===== src/rtl/gpio_port5_pkg.sv =====
package gpio_port5_pkg;
    localparam int unsigned PORT_W = 5;
    localparam int unsigned BUS_W  = 8;
    localparam int unsigned ADDR_W = 2;

    typedef enum logic [ADDR_W-1:0] {
        OFS_LATCH = 2'd0,
        OFS_DRIVE = 2'd1,
        OFS_PULL  = 2'd2,
        OFS_PINS  = 2'd3
    } reg_ofs_e;

    localparam logic [PORT_W-1:0] LATCH_RST = '1;
    localparam logic [PORT_W-1:0] DRIVE_RST = '0;
    localparam logic [PORT_W-1:0] PULL_RST  = '0;
endpackage


===== src/rtl/gpio_ctrl_regs.sv =====
module gpio_ctrl_regs
    import gpio_port5_pkg::*;
#(
    parameter int unsigned W = PORT_W
) (
    input  logic              clk,
    input  logic              rst_n,
    input  logic [ADDR_W-1:0] bus_addr,
    input  logic              bus_wr,
    input  logic [W-1:0]      wdata,
    output logic [W-1:0]      latch_q,
    output logic [W-1:0]      drive_q,
    output logic [W-1:0]      pull_q
);
    always_ff @(posedge clk or negedge rst_n) begin
        if (!rst_n) begin
            latch_q <= LATCH_RST;
            drive_q <= DRIVE_RST;
            pull_q  <= PULL_RST;
        end else if (bus_wr) begin
            unique case (reg_ofs_e'(bus_addr))
                OFS_LATCH: latch_q <= wdata;
                OFS_DRIVE: drive_q <= wdata;
                OFS_PULL:  pull_q  <= wdata;
                OFS_PINS:  ;
            endcase
        end
    end

    // the pin-data offset is read-only
    a_r3_ro_write: assert property (@(posedge clk) disable iff (!rst_n)
        (bus_wr && bus_addr == OFS_PINS) |=>
            ($stable(latch_q) && $stable(drive_q) && $stable(pull_q)));
endmodule


===== src/rtl/gpio_in_sync.sv =====
module gpio_in_sync
    import gpio_port5_pkg::*;
#(
    parameter int unsigned W = PORT_W
) (
    input  logic         clk,
    input  logic         rst_n,
    input  logic         stop_i,
    input  logic [W-1:0] pad_in,
    output logic [W-1:0] pins_q,
    output logic [W-1:0] periph_in
);
    logic [W-1:0] stage1_q;
    logic [1:0]   warm_q;

    always_ff @(posedge clk or negedge rst_n) begin
        if (!rst_n) begin
            stage1_q <= '1;
            pins_q   <= '1;
        end else if (!stop_i) begin
            stage1_q <= pad_in;
            pins_q   <= stage1_q;
        end
    end

    // counts run cycles for the latency check below
    always_ff @(posedge clk or negedge rst_n) begin
        if (!rst_n)            warm_q <= '0;
        else if (stop_i)       warm_q <= '0;
        else if (warm_q != 2'd3) warm_q <= warm_q + 2'd1;
    end

    always_comb periph_in = stop_i ? {W{1'b1}} : pins_q;

    // synchronized value is frozen during stop
    a_r8_stop_hold: assert property (@(posedge clk) disable iff (!rst_n)
        (stop_i && $past(stop_i)) |-> $stable(pins_q));

    // two-edge latency from pad to synchronized value
    a_r7_two_edges: assert property (@(posedge clk) disable iff (!rst_n)
        (warm_q == 2'd3 && !stop_i) |-> (pins_q == $past(pad_in, 2)));
endmodule


===== src/rtl/gpio_pad_mux.sv =====
module gpio_pad_mux
    import gpio_port5_pkg::*;
#(
    parameter int unsigned W = PORT_W
) (
    input  logic         clk,
    input  logic         rst_n,
    input  logic [W-1:0] latch_q,
    input  logic [W-1:0] drive_q,
    input  logic [W-1:0] pull_q,
    input  logic [W-1:0] periph_out,
    output logic [W-1:0] pad_out,
    output logic [W-1:0] pad_oe,
    output logic [W-1:0] pad_pu
);
    for (genvar i = 0; i < W; i++) begin : g_bit
        logic eff;
        always_comb begin
            eff        = latch_q[i] & periph_out[i];
            pad_out[i] = eff;
            pad_oe[i]  = drive_q[i] | ~eff;
            pad_pu[i]  = pull_q[i];
        end
    end

    // a released pad is never driving 0
    a_r5_release_high: assert property (@(posedge clk) disable iff (!rst_n)
        ((~pad_oe & ~pad_out) == '0));

    // a cleared latch bit blocks the peripheral
    a_r4_latch_gates: assert property (@(posedge clk) disable iff (!rst_n)
        ((~latch_q & pad_out) == '0));
endmodule


===== src/rtl/gpio_port5.sv =====
module gpio_port5
    import gpio_port5_pkg::*;
(
    input  logic              clk,
    input  logic              rst_n,
    input  logic [ADDR_W-1:0] bus_addr,
    input  logic              bus_wr,
    input  logic [BUS_W-1:0]  bus_wdata,
    output logic [BUS_W-1:0]  bus_rdata,
    input  logic [PORT_W-1:0] periph_out,
    input  logic              stop_i,
    input  logic [PORT_W-1:0] pad_in,
    output logic [PORT_W-1:0] pad_out,
    output logic [PORT_W-1:0] pad_oe,
    output logic [PORT_W-1:0] pad_pu,
    output logic [PORT_W-1:0] periph_in
);
    localparam int unsigned PAD_BITS = BUS_W - PORT_W;

    logic [PORT_W-1:0] latch_q, drive_q, pull_q, pins_q;
    logic [PORT_W-1:0] rd_sel;

    gpio_ctrl_regs #(.W(PORT_W)) u_regs (
        .clk(clk), .rst_n(rst_n), .bus_addr(bus_addr), .bus_wr(bus_wr),
        .wdata(bus_wdata[PORT_W-1:0]),
        .latch_q(latch_q), .drive_q(drive_q), .pull_q(pull_q)
    );

    gpio_in_sync #(.W(PORT_W)) u_sync (
        .clk(clk), .rst_n(rst_n), .stop_i(stop_i), .pad_in(pad_in),
        .pins_q(pins_q), .periph_in(periph_in)
    );

    gpio_pad_mux #(.W(PORT_W)) u_mux (
        .clk(clk), .rst_n(rst_n), .latch_q(latch_q), .drive_q(drive_q),
        .pull_q(pull_q), .periph_out(periph_out),
        .pad_out(pad_out), .pad_oe(pad_oe), .pad_pu(pad_pu)
    );

    always_comb begin
        unique case (reg_ofs_e'(bus_addr))
            OFS_LATCH: rd_sel = latch_q;
            OFS_DRIVE: rd_sel = drive_q;
            OFS_PULL:  rd_sel = pull_q;
            OFS_PINS:  rd_sel = pins_q;
        endcase
        bus_rdata = {{PAD_BITS{1'b0}}, rd_sel};
    end

    // unused read bits are zero
    a_r2_upper_zero: assert property (@(posedge clk) disable iff (!rst_n)
        (bus_rdata[BUS_W-1:PORT_W] == '0));
endmodule


===== config.mk =====
export PLATFORM = sky130hd
export DESIGN_NAME = gpio_port5
export DESIGN_NICKNAME = d
export VERILOG_FILES = /design/src/rtl/gpio_port5_pkg.sv /design/src/rtl/gpio_ctrl_regs.sv /design/src/rtl/gpio_in_sync.sv /design/src/rtl/gpio_pad_mux.sv /design/src/rtl/gpio_port5.sv
export SDC_FILE = /design/constraint.sdc
export NUM_CORES = 1
export LEC_CHECK = 0
export BUFFER_PORTS_ARGS = -buffer_cell sky130_fd_sc_hd__buf_2
export CAP_MARGIN = 15
export CORE_MARGIN = 3
export CORE_UTILIZATION = 45
export DETAILED_ROUTE_END_ITERATION = 16
export PLACE_DENSITY = 0.75
export RECOVER_POWER = 25
export SLEW_MARGIN = 20
export SYNTH_ARGS = -nofsm -noshare
export SYNTH_HDL_FRONTEND = slang
export SYNTH_HIERARCHICAL = 1
export SYNTH_SLANG_ARGS = --single-unit

===== constraint.sdc =====
create_clock -name clk -period 1.7 [get_ports clk]
set_clock_uncertainty 0.2 [all_clocks]
set_input_delay 0.085 -clock clk [delete_from_list [all_inputs] [get_ports clk]]
set_output_delay 0.085 -clock clk [all_outputs]
set_load 0.01 [all_outputs]

[After elaboration in Yosys (flattened, before gate mapping)]
Cells that the tools add are included.
Cells by class
  reductions and logical operators: 4
  bitwise gates (word level): 15
  multiplexer cells: 2
  equality and inequality tests: 3
Operators with widths (count)
  5-bit one-hot mux with 4 select lines: 1
  2-bit AND reduction: 3
  1-bit AND: 5
  5-bit two-way mux: 1
  1-bit NOT: 5
  1-bit OR: 5
  2-bit equality test, second input constant: 2
  2-bit by 1-bit equality test with 1-bit output, second input constant: 1
  2-bit zero test: 1
Word-level totals
  flip-flop bits (word level): 25
  output and inout port bits: 28

[Logic depth before layout (Yosys ltp)]
  word-level depth: 3
  mapped depth: 3
  depth with buffers taken out: 2

[Hierarchy]
The synthesis kept the hierarchy.
By module, submodules not included
  gpio_ctrl_regs: times used 1, seq. area each 381.6 sq um, cells each 33, area an instance 584.3 sq um
  gpio_in_sync: times used 1, seq. area each 262.8 sq um, cells each 27, area an instance 451.7 sq um
  gpio_port5: times used 1, seq. area each 0.0 sq um, cells each 10, area an instance 150.1 sq um
  gpio_pad_mux: times used 1, seq. area each 0.0 sq um, cells each 20, area an instance 143.9 sq um

[Worst setup path after synthesis]
OpenSTA, ideal clock, no wires.
  path type: register -> output
  start point: register u_regs.pull_q[0]
  end point: output port bus_rdata[0]
  stages on the path, launching flop included: 2
  data arrival time: 0.848 ns
  data required time: 1.415 ns
  path slack: 0.567 ns
  cell sequence: dfrtp_1 -> mux4_2
Between the ends
  cells in the longest elaborated chain, start to end: 1
RTL lines
  start, declared: RTL line gpio_ctrl_regs.sv:13  | output logic [W-1:0] pull_q
  start signal, assigned: RTL line gpio_ctrl_regs.sv:24  | OFS_PULL: pull_q <= wdata;
  5-bit one-hot mux with 4 select lines: RTL line gpio_port5.sv:41  | unique case (reg_ofs_e'(bus_addr))
  end, declared: RTL line gpio_port5.sv:9  | output logic [BUS_W-1:0] bus_rdata,
No other way between the ends.

[Worst setup path in the final report]
Same ends and word-level chain as after synthesis.

==> metrics.md <==
| Metric | Value |
|---|---|
| Crit. End Element | primary output |
| Synth Area in Simple Gates | 0.101 |
| Commonest non-fill, non-tap cell in the layout | buf_2 |
| Critical path's slowest cell | mux4_2 |
| MaxCap Viol Count | 0 |
| Final setup vio count | 0 |
| Hold Path Sink | u_sync/pins_q[0]$_DFFE_PN1N_ |
| Worst rel slew slack | 0.594 |
| # rows | 19 |
| Area occupied by multi-input gates | about 560 um^2 |
| TritonRoute pass-1 iters | 4 |
| Main combinational cell family by area after synthesis | multiplexers |
| Flop2flop setup slack | around 0.58 ns |
| CTS root buf | clkbuf_4 |
| Post-layout net count | 162 |
| Leading area contributor after synthesis | dfstp_2 |
| R2R cell count | 2 |
| Worst VDD drop | between 0.0006 and 0.0007 V |
| Slew @ Worst Pin | just over 0.6 ns |
| Max Clk Rate | 607 MHz |
| Biggest cell delay along the critical path | 0.48 ns |
| Top-area cell type share of the netlist area | 0.296 |
| CP Max Fanout | 3 |
| Post-Route WL | roughly 2500 um |
| Seq cells post-synth | 25 |
| Period utilisation layout | 0.970 |
| Vias in the first global route | a little over 800 |
| All-Layer GR Usage | 0.142 |
| RSZ-0062 raised after global routing | yes |
| Critical Path AT | 1.36 ns |
| Reg2reg start | u_regs/pull_q[0]$_DFFE_PN0P_ |
| Num Clock Sinks | 25 |
| Post-route antenna net violation count | 0 |
| Initial antenna violation count | 0 |
| Pin count of the biggest net entering global routing | 26 |
| Die X | approximately 60 um |
| P&R area growth vs syn | 21.6% |
| Setup TNS | 0 ns |
| Clk Latency, worst-skew pair | between 0.3 and 0.4 ns |
| CP bufs+invs | 1 |
| I/O Buffers | between 40 and 50 |
| Hold Crit Depth | 2 |
| Hold WC Path Type | input pin to flip-flop |
| TritonCTS clock tree | built |
| Min Tclk post-route | 1.65 ns |
| Static Leak | 0.000722 uW |
| Kind of critical path | flip-flop to primary output |
| Avg WL per Cell | ~15 um |
| DRC | 0 |
| Compound-cell area share of the yosys netlist | 0 |
| CTS Buffer Depth | 2 |
| Syn avg cell area | approximately 15 um^2 |
| Largest delay share family, worst path | multiplexers |
| Clock transition at the registers of the reported paths | ~0.14 ns |
| Post-synthesis sequential area ratio | 0.484 |
| Full die area | between 3000 and 4000 um^2 |
| Io pins | between 50 and 60 |
| First DRT Iteration DRCs | 16 |
| Post-Syn Area | roughly 1300 um^2 |
| Synth Area in Adders | 0 |
| Mux share of post-synthesis cell area | 0.310 |
| Worst path required time | between 1 and 1.5 ns |
| # diodes | 0 |
| Via count | 837 |
| Synth Area in XOR/XNOR | 0 |
| Final RePlAce weighted congestion | around 0.75 |
| Final hold vios | 0 |
| Pins over their slew limit | 0 |
| Initial Util | 0.478 |
| H-Tree Depth | 1 |
| DPL Wire Length | 1820 um |
| Cts bufs inserted | 3 |
| Congestion Overflow GR | 0 |
| Synthesis Warnings | 6 |
| First-pass GRT wire length | about 3800 um |
| Synthesized netlist cell count | 90 |
| Die Height | between 60 and 70 um |
| Outcome | completed |
| Synth top area cells | dfstp_2 30%, dfrtp_1 19%, mux2_2 17% |
| Pwr dens | slightly above 900 nW/um^2 |
| Seq. cell area | 644 um^2 |
| Share of post-route cells with drive strength above 1 | 0.701 |
| Hold Startpoint | stop_i |
| Startpoint type of the worst setup path | flip-flop |
| Crit. Startpoint | u_regs/pull_q[0]$_DFFE_PN0P_ |
| Commonest non-fill, non-tap cells in the layout | 43 x buf_2, 20 x mux2_2, 15 x dfstp_2 |
| Hold Slack | 0.0246 ns |
| Core area | roughly 2800 um^2 |
| Reg2reg end | u_regs/pull_q[0]$_DFFE_PN0P_ |
| Vias per Instance | 4.98 |
| # fillers | around 240 |
| Critical Path, Cell by Cell | mux4_2, buf_6 |
| Distinct cells, synth | 13 |
cell usage after synthesis:
cell type and n:
mux4_2 5, nand3b_1 7, mux2_4 5, buf_4 13, buf_8 1, and2_1 5
buf_6 2, or2_1 5, dfstp_2 15, mux2_2 20, conb_1 1, nor3b_4 1
dfrtp_1 10
metal layers:
metal / share of wire / track usage / vias up
li1: - / - / 395
met1: 0.43 / 0.179 / 405
met2: 0.49 / 0.239 / 35
met3: 0.073 / 0.0298 / 2
met4: 0.0049 / 0.0538 / 0
met5: 0 / 0 / -
state kept, by name (all words and copies together), names as in the netlist:
name,count
u_regs/pull_q,5
u_regs/drive_q,5
u_regs/latch_q,5
u_sync/stage1_q,5
u_sync/pins_q,5
worst max path at each step:
stage                                         endpoint  cells past startpoint
after global routing                      bus_rdata[4]                      2
after CTS                                 bus_rdata[0]                      2
final                                     bus_rdata[0]                      2
after global placement    u_regs/pull_q[3]$_DFFE_PN0P_                      3
after floorplan                           bus_rdata[0]                      1
after detailed placement  u_regs/pull_q[1]$_DFFE_PN0P_                      3
worst reg2reg max path, delay by kind of cell (launching register included):
family,cells,cell delay [ns]
buffers and inverters,1,0.14
muxes,1,0.25
DFF,1,0.43
cell type report:
cell class              instances  area share
clock buffers                   3      0.0139
repair buffers                 57       0.216
well taps                      31      0.0240
multi-input cells              51       0.345
flip-flops and latches         25       0.398
clock inverters                 1     0.00309
report_power, final:
part           total [uW]  internal (uW)  leakage, uW  switching [uW]
Combinational         421            255     0.000429             166
Clock                 264           88.0    0.0000177             176
Sequential            805            732     0.000276            73.1
cells by family after synthesis:
kind of cell | Yosys count
simple gates | 18
mux | 30
buf+inv | 16
other cells | 1
flops | 25
through the flow:
stage	setup slack, ns	total power, uW	cell area, um^2	std cells	util
after floorplan	0.567	1100	1340	92	-
after global placement	0.368	1190	1470	152	0.527
after detailed placement	0.359	1210	1470	152	0.527
after CTS	0.0212	1510	1600	167	0.577
after global routing	0.000412	1590	1620	168	0.582
final	0.0514	1490	1620	168	0.582
timing repair:
action / CTS / global route
hold buffers: 11 / 0
gates resized for setup: 0 / 1
setup buffers: 0 / 1
hold endpoints to repair: 45 / 0
setup endpoints to repair: 0 / 1
No activity file was read; power rests on OpenSTA's default activity.
